[src/rtl/tsd_pkg.sv]
package tsd_pkg;
  typedef enum logic [1:0] {
    LVL_ZERO = 2'b00,
    LVL_POS  = 2'b01,
    LVL_NEG  = 2'b10
  } lvl_e;

  localparam int LOOP_ORDER = 2;
endpackage

[src/rtl/tsd_split.sv]
module tsd_split #(
  parameter int DW = 16
) (
  input  logic signed [DW-1:0] smp,
  output logic        [DW-1:0] mag,
  output logic                 neg,
  output logic                 nz
);
  logic [DW-1:0] inv;

  always_comb begin
    inv = ~smp + 1'b1;
    neg = smp[DW-1];
    mag = neg ? inv : smp;
    nz  = |smp;
  end
endmodule

[src/rtl/tsd_integ.sv]
module tsd_integ #(
  parameter int IW     = 21,
  parameter int FB_VAL = 32768
) (
  input  logic                 clk,
  input  logic                 rst,
  input  logic                 clr,
  input  logic                 step,
  input  logic signed [IW-1:0] add_in,
  input  logic                 fb_on,
  output logic signed [IW-1:0] acc
);
  localparam logic signed [IW+1:0] HI  = {3'b000, {(IW-1){1'b1}}};
  localparam logic signed [IW+1:0] LO  = -HI;
  localparam logic signed [IW+1:0] FBX = (IW+2)'(FB_VAL);

  logic signed [IW+1:0] sum;
  logic signed [IW-1:0] nxt;

  always_comb begin
    sum = {{2{acc[IW-1]}}, acc} + {{2{add_in[IW-1]}}, add_in} - (fb_on ? FBX : '0);
    if (sum > HI)      nxt = HI[IW-1:0];
    else if (sum < LO) nxt = LO[IW-1:0];
    else               nxt = sum[IW-1:0];
  end

  always_ff @(posedge clk) begin
    if (rst || clr)  acc <= '0;
    else if (step)   acc <= nxt;
  end

  AST_INT_CLEAR: assert property (@(posedge clk) disable iff (rst)
    clr |=> (acc == '0));

  AST_INT_RANGE: assert property (@(posedge clk) disable iff (rst)
    (acc != {1'b1, {(IW-1){1'b0}}}));
endmodule

[src/rtl/tsd_quant.sv]
module tsd_quant
  import tsd_pkg::*;
#(
  parameter int IW = 21,
  parameter int DW = 16
) (
  input  logic signed [IW-1:0] acc,
  input  logic                 neg,
  input  logic                 nz,
  output lvl_e                 lvl,
  output logic                 pulse
);
  localparam logic signed [IW-1:0] HALF = IW'(2 ** (DW - 2));

  always_comb begin
    pulse = nz && (acc > HALF);
    if (!pulse)   lvl = LVL_ZERO;
    else if (neg) lvl = LVL_NEG;
    else          lvl = LVL_POS;
  end
endmodule

[src/rtl/tsd_mod.sv]
module tsd_mod
  import tsd_pkg::*;
#(
  parameter int DW = 16,
  parameter int IW = 21
) (
  input  logic                 clk,
  input  logic                 rst,
  input  logic                 ce,
  input  logic                 en,
  input  logic signed [DW-1:0] din,
  output logic                 drv_p,
  output logic                 drv_n
);
  localparam int FS = 2 ** (DW - 1);

  logic [DW-1:0]        mag;
  logic                 neg;
  logic                 nz;
  logic                 step;
  logic                 clr;
  logic                 pulse;
  lvl_e                 lvl;
  logic signed [IW-1:0] st_in [LOOP_ORDER];
  logic signed [IW-1:0] acc   [LOOP_ORDER];

  assign step = ce && en;
  assign clr  = !en;

  tsd_split #(.DW(DW)) u_split (
    .smp(din), .mag(mag), .neg(neg), .nz(nz)
  );

  for (genvar g = 0; g < LOOP_ORDER; g++) begin : g_stage
    if (g == 0) begin : g_head
      assign st_in[g] = {{(IW-DW){1'b0}}, mag};
    end else begin : g_tail
      assign st_in[g] = acc[g-1];
    end
    tsd_integ #(.IW(IW), .FB_VAL(FS)) u_integ (
      .clk(clk), .rst(rst), .clr(clr), .step(step),
      .add_in(st_in[g]), .fb_on(pulse), .acc(acc[g])
    );
  end

  tsd_quant #(.IW(IW), .DW(DW)) u_quant (
    .acc(acc[LOOP_ORDER-1]), .neg(neg), .nz(nz), .lvl(lvl), .pulse(pulse)
  );

  always_ff @(posedge clk) begin
    if (rst || !en) begin
      drv_p <= 1'b0;
      drv_n <= 1'b0;
    end else if (ce) begin
      drv_p <= (lvl == LVL_POS);
      drv_n <= (lvl == LVL_NEG);
    end
  end

  AST_NO_SHOOT: assert property (@(posedge clk) disable iff (rst)
    !(drv_p && drv_n));

  AST_ZERO_IDLE: assert property (@(posedge clk) disable iff (rst)
    (step && din == '0) |=> (!drv_p && !drv_n));

  AST_POS_ONLY: assert property (@(posedge clk) disable iff (rst)
    (step && !din[DW-1]) |=> !drv_n);

  AST_NEG_ONLY: assert property (@(posedge clk) disable iff (rst)
    (step && din[DW-1]) |=> !drv_p);

  AST_PARK_LOW: assert property (@(posedge clk) disable iff (rst)
    !en |=> (!drv_p && !drv_n));

  AST_HOLD: assert property (@(posedge clk) disable iff (rst)
    (en && !ce) |=> ($stable(drv_p) && $stable(drv_n)));
endmodule

[config.mk]
export PLATFORM = sky130hd
export DESIGN_NAME = tsd_mod
export DESIGN_NICKNAME = d
export VERILOG_FILES = /design/src/rtl/tsd_pkg.sv /design/src/rtl/tsd_split.sv /design/src/rtl/tsd_integ.sv /design/src/rtl/tsd_quant.sv /design/src/rtl/tsd_mod.sv
export SDC_FILE = /design/constraint.sdc
export NUM_CORES = 1
export LEC_CHECK = 0
export BUFFER_PORTS_ARGS = -buffer_cell sky130_fd_sc_hd__buf_2
export CORE_AREA = 2 2 160 130
export CTS_CLUSTER_SIZE = 40
export DETAILED_ROUTE_END_ITERATION = 10
export DIE_AREA = 0 0 162 132
export PLACE_DENSITY_LB_ADDON = 0.12
export SLEW_MARGIN = 20
export SYNTH_ARGS = -nofsm -noshare
export SYNTH_HDL_FRONTEND = slang
export SYNTH_HIERARCHICAL = 1
export SYNTH_SLANG_ARGS = --single-unit
[constraint.sdc]
create_clock -name clk -period 6.39 [get_ports clk]
set_clock_uncertainty 0.05 [all_clocks]
set_input_delay 0.639 -clock clk [delete_from_list [all_inputs] [get_ports clk]]
set_output_delay 0.639 -clock clk [all_outputs]
set_load 0.05 [all_outputs]
# [Yosys cells after proc, flatten, opt, wreduce, memory -nomap -nowiden]
# Index checks and enable logic that the tools add are counted.
[word_totals] out_inout_bits=2 reg_bits=44 elab_cells=30 in_bits=20
[classes] bitwise=1 n_lt_le_gt_ge=5 n_reduce_logical=5 n_addsub=5 mux=8 eq_ne=2
[op_table] op="$mux 21" count=4
[op_table] op="$gt 23x21->1 const B" count=2
[op_table] op="$lt 23x21->1 const B" count=2
[op_table] op="$mux 16" count=2
[op_table] op="$sub 23x16->23" count=1
[op_table] op="$sub 23x23->23" count=1
[op_table] op="$add 21x17->22" count=1
[op_table] op="$add 21x21->22" count=1
[op_table] op="$gt 21x16->1 const B" count=1
[op_table] op="$add 16x1->16 const B" count=1
[op_table] op="$not 16->16" count=1
[op_table] op="$reduce_or 16->1" count=1
[op_table] op="$mux 2" count=2
[op_table] op="$eq 2x1->1 const B" count=1
[op_table] op="$eq 2x2->1 const B" count=1
[op_table] op="$logic_and 1x1->1" count=2
[op_table] op="$logic_not 1->1" count=1
[op_table] op="$logic_or 1x1->1" count=1

# [Depth between registers and ports, before layout]
# Gate-level depths: netlist of run 1.
[depth] ltp_word=8 ltp_mapped=22 ltp_nobuf=21

# [Modules after synthesis]
# The synthesis of run 1 kept the hierarchy.
[by_module_without_submodules] mod="tsd_integ" n_inst=2 area_each_um2=2130.8 seq_area_each_um2=420.4 cells_per_inst=243
[by_module_without_submodules] mod="tsd_split" n_inst=1 area_each_um2=394.1 seq_area_each_um2=0.0 cells_per_inst=49
[by_module_without_submodules] mod="tsd_quant" n_inst=1 area_each_um2=113.9 seq_area_each_um2=0.0 cells_per_inst=13
[by_module_without_submodules] mod="tsd_mod" n_inst=1 area_each_um2=100.1 seq_area_each_um2=40.0 cells_per_inst=12

# [Worst setup path before layout of run 1]
# No wires, ideal clock.
[synth_path] path_type="input port to flip-flop" from="in din[6]" to="reg g_stage[0].u_integ.acc[0]" n_path_buf=2 path_stages=21 required_time_ns=6.280 slack_ns=1.250 setup_time_ns=0.060 arrival_ns=5.029 cell_sequence="or4_4 buf_6 o31ai_1 xnor2_1 ha_1 buf_2 and4_1 a32o_2 a211oi_4 o21bai_1 xnor2_1 ha_1 ha_1 nand2_1 nor4_1 nor4b_1 or4b_1 nor4_1 nand4b_1 nor4b_1 o221a_1"
[synth_via] elab_chain_cells=8 word_cells_on_any_way=12 cone_classes="3 x add/sub; 2 x order compare; 4 x mux; 1 x bitwise; 2 x reduce/logical"
[synth_lines] item="from (decl)" line_no="tsd_mod.sv:11" text="input logic signed [DW-1:0] din,"
[synth_lines] item="$not 16->16 (*)" line_no="tsd_split.sv:12" text="inv = ~smp + 1'b1;"
[synth_lines] item="$add 16x1->16 (*)" line_no="tsd_split.sv:12"
[synth_lines] item="$mux 16 (*)" line_no="tsd_split.sv:14" text="mag = neg ? inv : smp;"
[synth_lines] item="via mag[10]" line_no="tsd_mod.sv:17" text="logic [DW-1:0] mag;"
[synth_lines] item="$add 21x17->22 (*)" line_no="tsd_integ.sv:21" text="sum = {{2{acc[IW-1]}}, acc} + {{2{add_in[IW-1]}}, add_in} - (fb_on ? FBX : '0);"
[synth_lines] item="$sub 23x23->23 (*)" line_no="tsd_integ.sv:21"
[synth_lines] item="$lt 23x21->1" line_no="tsd_integ.sv:23" text="else if (sum < LO) nxt = LO[IW-1:0];"
[synth_lines] item="$mux 21" line_no="tsd_integ.sv:23"
[synth_lines] item="$mux 21 (*)" line_no="tsd_integ.sv:22" text="if (sum > HI) nxt = HI[IW-1:0];"
[synth_lines] item="to (signal assigned)" line_no="tsd_integ.sv:29" text="else if (step) acc <= nxt;"
[synth_lines] item="to (decl)" line_no="tsd_integ.sv:11" text="output logic signed [IW-1:0] acc"
# The timed path passes the listed nets; every way through them passes the cells marked *.
# A chain may end at the register's enable or synchronous reset.

# [Worst setup path after layout of run 1]
# Same ends and word-level chain as after synthesis.

==> results of run 1 <==
-- logic make-up after synthesis --
group	synth area share
buffers and inverters	0.0488
AOI/OAI and AO/OA	0.340
xor gates and xnor gates	0.0845
adders and majority gates	0.129
other	0.000770
muxes	0.00462
DFF	0.181
and+or+nand+nor	0.212
-- layer usage --
metal / part of all wire / vias up
met1: 0.57 / 2150
met2: 0.39 / 78
met4: 0.0017 / 0
met5: 0 / -
li1: - / 2217
met3: 0.039 / 5
-- through the flow --
| step | hold WS [ns] | setup WS [ns] | utilization |
|---|---|---|---|
| after floorplan | 0.434 | 1.25 | - |
| after global placement | 0.402 | 0.819 | 0.263 |
| after detailed placement | 0.408 | 0.603 | 0.263 |
| after CTS | 0.419 | 0.875 | 0.272 |
| after global routing | 0.447 | 0.337 | 0.272 |
| final | 0.412 | 0.805 | 0.272 |
-- path summary, 6_finish.rpt --
check,to,slack (ns),cells past startpoint
worst min-delay path,drv_p,0.41,2
worst min register to register,drv_p,0.41,2
worst max register to register,g_stage[1].u_integ/acc[0],1.58,16
worst max-delay path,g_stage[0].u_integ/acc[0],0.80,20
-- sequential cells by signal, indices dropped and copies added (netlist names) --
signal               count
drv_n                    1
drv_p                    1
g_stage.u_integ/acc     42
-- cell type report --
type | count | area [um2]
multi-input combinational | 478 | 3780
timing repair buffer | 22 | 113
tap | 264 | 330
clock inverter | 2 | 38.8
sequential | 44 | 881
inverter | 18 | 67.6
fill | 2156 | 14300
clock buffer | 6 | 139
-- power breakdown --
group / internal [mW] / switching, mW / leakage (nW)
Sequential: 0.284 / 0.0125 / 0.356
Clock: 0.196 / 0.115 / 0.0871
Combinational: 0.123 / 0.197 / 1.88
-- synth_stat cells, types with 4 or more instances --
library cell,instances
a211oi_1,6
a21boi_1,4
a21o_1,14
a21oi_1,43
a221o_1,32
a22o_1,6
a22oi_1,4
a31oi_1,4
and2_1,4
buf_2,4
buf_8,4
clkbuf_1,11
dfxtp_1,44
ha_1,47
inv_1,18
nand2_1,41
nand2b_1,6
nand3_1,20
nand4_1,8
nor2_1,17
nor2b_1,7
nor3_1,9
nor4_1,6
nor4b_1,5
o211ai_1,8
o21a_1,4
o21ai_0,23
o21ai_1,4
o21bai_1,8
o31ai_1,6
o41ai_4,4
or2b_1,5
or3_1,6
xnor2_1,29
xor2_1,18
-- layout by cell type (no fill, tap or decap), drive strengths merged, types with 7 or more instances in the layout --
cell,count
a211oi,10
a21o,14
a21oi,43
a221o,32
and3,7
buf,22
dfxtp,44
ha,47
inv,18
nand2,41
nand3,20
nand4,8
nor2,19
nor2b,7
nor3,10
nor4,8
o211ai,10
o21ai,29
o21bai,8
o41ai,8
or3,7
xnor2,29
xor2,18
-- worst register-to-register path, cell delays in order (launching register included) --
cell,delay (ns)
dfxtp_1,0.49
ha_1,0.29
a21oi_1,0.35
o211ai_4,0.21
a211oi_4,0.39
o21bai_1,0.16
xnor2_1,0.15
ha_1,0.22
ha_1,0.30
nand2_1,0.10
nor4_1,0.21
nor4b_1,0.29
or4b_1,0.50
nor4_1,0.24
nand4b_1,0.19
nor4b_1,0.37
o221a_1,0.24
==> flow_summary_export.csv, run 1 <==
group,metric,value,unit
run_status,status,"finished, final reports clean",
detailed_routing,antenna_left,0,
setup_path,crit_chain,"buf_2, or4_4, o41ai_2, xnor2_1, ha_1, and4_1, a32o_2, a211oi_4, o21bai_1, xnor2_1, ha_1, ha_1, nand2_1, nor4_1, nor4b_1, or4b_1, nor4_1, nand4b_1, nor4b_1, o221a_1",
global_route,grtUsageTotal,0.141,
global_route,grtUsageMet1,0.229,
setup_path,cp.arrival,5.76,ns
timing,finalMaxSlewViolations,0,
global_route,grt_pass1_vias,4136,
synthesis,synth_async_sr_flop_share,0,
clocking,clk_latency,0.29,ns
setup_path,crit_start,"din[6]",
detailed_routing,dr_total_vias,4450,
die,core,19700,um2
synthesis,synth_cell_type_count,76,
clocking,cts_tree,"yes",
clocking,cts_hold_buf,0,
clocking,cts.sinks,44,
timing,max_freq,179,MHz
setup_path,worstSetupPathType,"primary input to flip-flop",
global_route,grt_pass1_wl,23.8,mm
detailed_routing,drt-total-wl,15.1,mm
synthesis,netlist.area_leader.share,0.181,
synthesis,yosysSeqAreaShare,0.181,
setup_path,cpLargestDelayFamily,"simple AND/OR/NAND/NOR gates",
power_and_ir_drop,totalPowerFinal,0.928,mW
synthesis,synthTopCellsByArea,"dfxtp_1 18%, ha_1 12%, a221o_1 6.6%",
clocking,cts-root-buf,"clkbuf_16",
setup_path,crit-reg2reg-launch,"g_stage[0].u_integ/acc[1]",
worst_hold_path,min-delay-start,"drv_p",
worst_hold_path,worstHoldPathType,"flip-flop to flip-flop",
synthesis,synth_edf_count,0,
timing,grt_setup_unrepaired,"no",
die,initial_utilization,0.247,
detailed_routing,viasPerCell,5.34,
timing,timing.final.crit_period,5.59,ns
finish,antenna_cells,0,
synthesis,ys_seq_elements,44,
detailed_routing,drt_iter0_markers,307,
setup_path,crit_slowest_cell,"or4_4",
power_and_ir_drop,leakage,2.32,nW
detailed_routing,drc_errors,0,
timing,maxSlewHeadroom,0.467,
synthesis,synth_top_flop_cell,"dfxtp_1",
global_route,grt_overflow,0,
timing,hold_viol_final,0,
clocking,cts_max_path_buffers,2,
die,num_rows,46,
finish,fin_cells,834,
global_route,globalRouteMet3Util,0.0226,
finish,area_growth,9.89,%
clocking,htree_levels,2,
die,die_area,21400,um2
timing,post-route-period-util,0.874,
global_route,antenna_found_initial,0,
detailed_routing,dr.pass1.iters,4,
timing,tightest_slew,0.797,ns
place,numPortBuffers,21,
clocking,cts.clk_slew.worst_paths,0.06,ns
finish,layout-drive-gt1-share,0.123,
synthesis,yosys_warnings,6,
setup_path,cp-end-kind,"flip-flop",
die,die_height,132,um
global_route,grt_max_degree,20,
place,place_inst,826,
setup_path,cp_common_cell,"ha_1",
setup_path,required,6.57,ns
setup_path,crit_path_max_fanout,10,
finish,fin_nets,638,
job,drv_cap,0,
detailed_routing,wire_per_inst,18.1,um
global_route,busiest_layer,"met1",
global_route,met2_usage,0.197,
synthesis,synthCells,560,
synthesis,synth_largest_area_cell,"dfxtp_1",
clocking,post_cts_buffers,0,
power_and_ir_drop,p_per_area,173,nW/um2
synthesis,avgSynthCellArea,8.70,um2
die,io_pins,22,
place,dp_hpwl,12.6,mm
timing,fin_tns_setup,0,ns
power_and_ir_drop,vdd_drop_max,0.0775,mV
setup_path,slowest_delay,0.63,ns
clocking,numCtsBuffers,5,
die,die_w,162,um
clocking,cts_resized,0,
setup_path,start_kind,"primary input",
finish,finish.instance_area,5350,um2
place,place_area,5170,um2
synthesis,netlist_area,4870,um2
timing,setup_viol,0,
setup_path,cp_num_buf_inv,1,
place,gp_congestion,0.890,
Note: power is estimated with default switching activity, not from simulation.
==> inputs of run 2 (changes only) <==
--- a/config.mk
+++ b/config.mk
@@ -6,6 +6,8 @@
 export NUM_CORES = 1
 export LEC_CHECK = 0
 export BUFFER_PORTS_ARGS = -buffer_cell sky130_fd_sc_hd__buf_2
+export CELL_PAD_IN_SITES_DETAIL_PLACEMENT = 2
+export CELL_PAD_IN_SITES_GLOBAL_PLACEMENT = 2
 export CORE_AREA = 2 2 160 130
 export CTS_CLUSTER_SIZE = 40
 export DETAILED_ROUTE_END_ITERATION = 10
==> flow_summary_export.csv, run 2 (synthesis results as in run 1) <==
group,metric,value,unit
finish,largest_register,"g_stage.u_integ/acc",
clocking,cts_tree,"yes",
setup_path,start_kind,"primary input",
finish,final_common_cell,"ha_1",
detailed_routing,wire_per_inst,21.7,um
power_and_ir_drop,vdd_drop_max,0.0846,mV
setup_path,cp.arrival,5.80,ns
die,io_pins,22,
timing,max_freq,178,MHz
die,die_area,21400,um2
power_and_ir_drop,p_per_area,174,nW/um2
finish,antenna_cells,0,
setup_path,ff2ff_setup_slack,1.50,ns
die,core,19700,um2
die,num_rows,46,
place,place_ws,0.516,ns
clocking,post_cts_buffers,0,
detailed_routing,drt-total-wl,18.1,mm
detailed_routing,viasPerCell,5.46,
clocking,cts-root-buf,"clkbuf_16",
clocking,cts.sinks,44,
global_route,grt_pass1_wl,28.5,mm
finish,fillers,2242,
clocking,cts_max_path_buffers,2,
detailed_routing,drt_iter0_markers,230,
global_route,grt_pass1_vias,4684,
finish,largest_reg_flops,42,
die,die_w,162,um
finish,fin_nets,638,
global_route,grt_overflow,0,
setup_path,cp-end-kind,"flip-flop",
die,initial_utilization,0.247,
detailed_routing,dr.pass1.iters,5,
global_route,grt_max_degree,20,
job,drv_cap,0,
timing,fin_ws,0.774,ns
clocking,htree_levels,2,
timing,fin_tns_setup,0,ns
finish,final_cell_mix,"47 x ha_1, 44 x dfxtp_1, 43 x a21oi_1",
setup_path,crit_path_max_fanout,10,
finish,layout-drive-gt1-share,0.121,
finish,reg_top3,"g_stage.u_integ/acc: 42 flops, drv_n: 1 flops, drv_p: 1 flops",
worst_hold_path,worstHoldPathType,"flip-flop to flip-flop",
timing,tightest_slew,0.868,ns
timing,post-route-period-util,0.879,
place,numPortBuffers,21,
power_and_ir_drop,leakage,2.31,nW
timing,hold_viol_final,0,
setup_path,required,6.57,ns
timing,finalMaxSlewViolations,0,
clocking,cts_resized,0,
run_status,status,"finished, final reports clean",
global_route,antenna_found_initial,0,
place,gp_congestion,0.820,
place,dp_hpwl,15.2,mm
timing,timing.final.crit_period,5.62,ns
detailed_routing,antenna_left,0,
clocking,numCtsBuffers,5,
timing,setup_viol,0,
detailed_routing,dr_total_vias,4556,
clocking,cts.clk_slew.worst_paths,0.06,ns
global_route,grtUsageTotal,0.170,
timing,grt_setup_unrepaired,"no",
finish,area_growth,9.61,%
die,die_height,132,um
timing,maxSlewHeadroom,0.419,
clocking,cts_hold_buf,0,
clocking,clk_latency,0.29,ns
detailed_routing,drc_errors,0,
setup_path,worstSetupPathType,"primary input to flip-flop",
-- run 2: cell types whose count changed in the layout (fill, tap and decap cells not counted) --
cell,delta
clkbuf_1,+1
clkbuf_8,-1
clkinv_2,+1
clkinv_4,-1
-- run 2: metrics by stage --
| stage | cell area (um2) | hold slack [ns] | total power, mW | std cells | utilization |
|---|---|---|---|---|---|
| after global placement | 5170 | 0.402 | 0.628 | 826 | 0.263 |
| final | 5340 | 0.419 | 0.928 | 834 | 0.271 |
| after global routing | 5340 | 0.462 | 0.982 | 834 | 0.271 |
| after detailed placement | 5170 | 0.413 | 0.636 | 826 | 0.263 |
| after floorplan | 4880 | 0.434 | 0.535 | 564 | - |
| after CTS | 5340 | 0.424 | 0.935 | 834 | 0.271 |
-- run 2: area by class of cell --
class / count / area, um2 / area share
inverter: 18 / 67.6 / 0.0127
tap: 264 / 330 / 0.0619
clock buffer: 6 / 129 / 0.0241
clock inverter: 2 / 35.0 / 0.00656
sequential: 44 / 881 / 0.165
timing repair buffer: 22 / 113 / 0.0211
multi-input combinational: 478 / 3780 / 0.709
-- run 2: routing by layer --
| layer | vias up | routed length, um | global-route usage |
|---|---|---|---|
| met5 | - | 0 | 0 |
| met1 | 2282 | 10000 | 0.270 |
| met4 | 0 | 23 | 0.0103 |
| met3 | 4 | 632 | 0.0239 |
| li1 | 2206 | - | - |
| met2 | 64 | 7420 | 0.248 |
-- run 2: worst paths after layout --
kind / start / to / depth (start not counted)
worst max-delay path: din[6] / g_stage[0].u_integ/acc[0] / 20
worst max register to register: g_stage[1].u_integ/acc[0] / g_stage[1].u_integ/acc[0] / 16
worst min register to register: drv_p / drv_p / 2
worst min-delay path: drv_p / drv_p / 2
-- run 2: worst max-delay path: stages --
cell and delay, ns:
buf_2 0.11, or4_4 0.63, o41ai_2 0.34, xnor2_1 0.17, ha_1 0.33, and4_1 0.24
a32o_2 0.27, a211oi_4 0.29, o21bai_1 0.14, xnor2_1 0.14, ha_1 0.22, ha_1 0.31
nand2_1 0.09, nor4_1 0.17, nor4b_1 0.26, or4b_1 0.48, nor4_1 0.20, nand4b_1 0.15
nor4b_1 0.35, o221a_1 0.25
-- run 2: power breakdown --
group | switching, mW | leakage [nW] | internal [mW]
Sequential | 0.0128 | 0.356 | 0.284
Combinational | 0.212 | 1.88 | 0.124
Clock | 0.111 | 0.0808 | 0.184
Total | 0.336 | 2.31 | 0.592
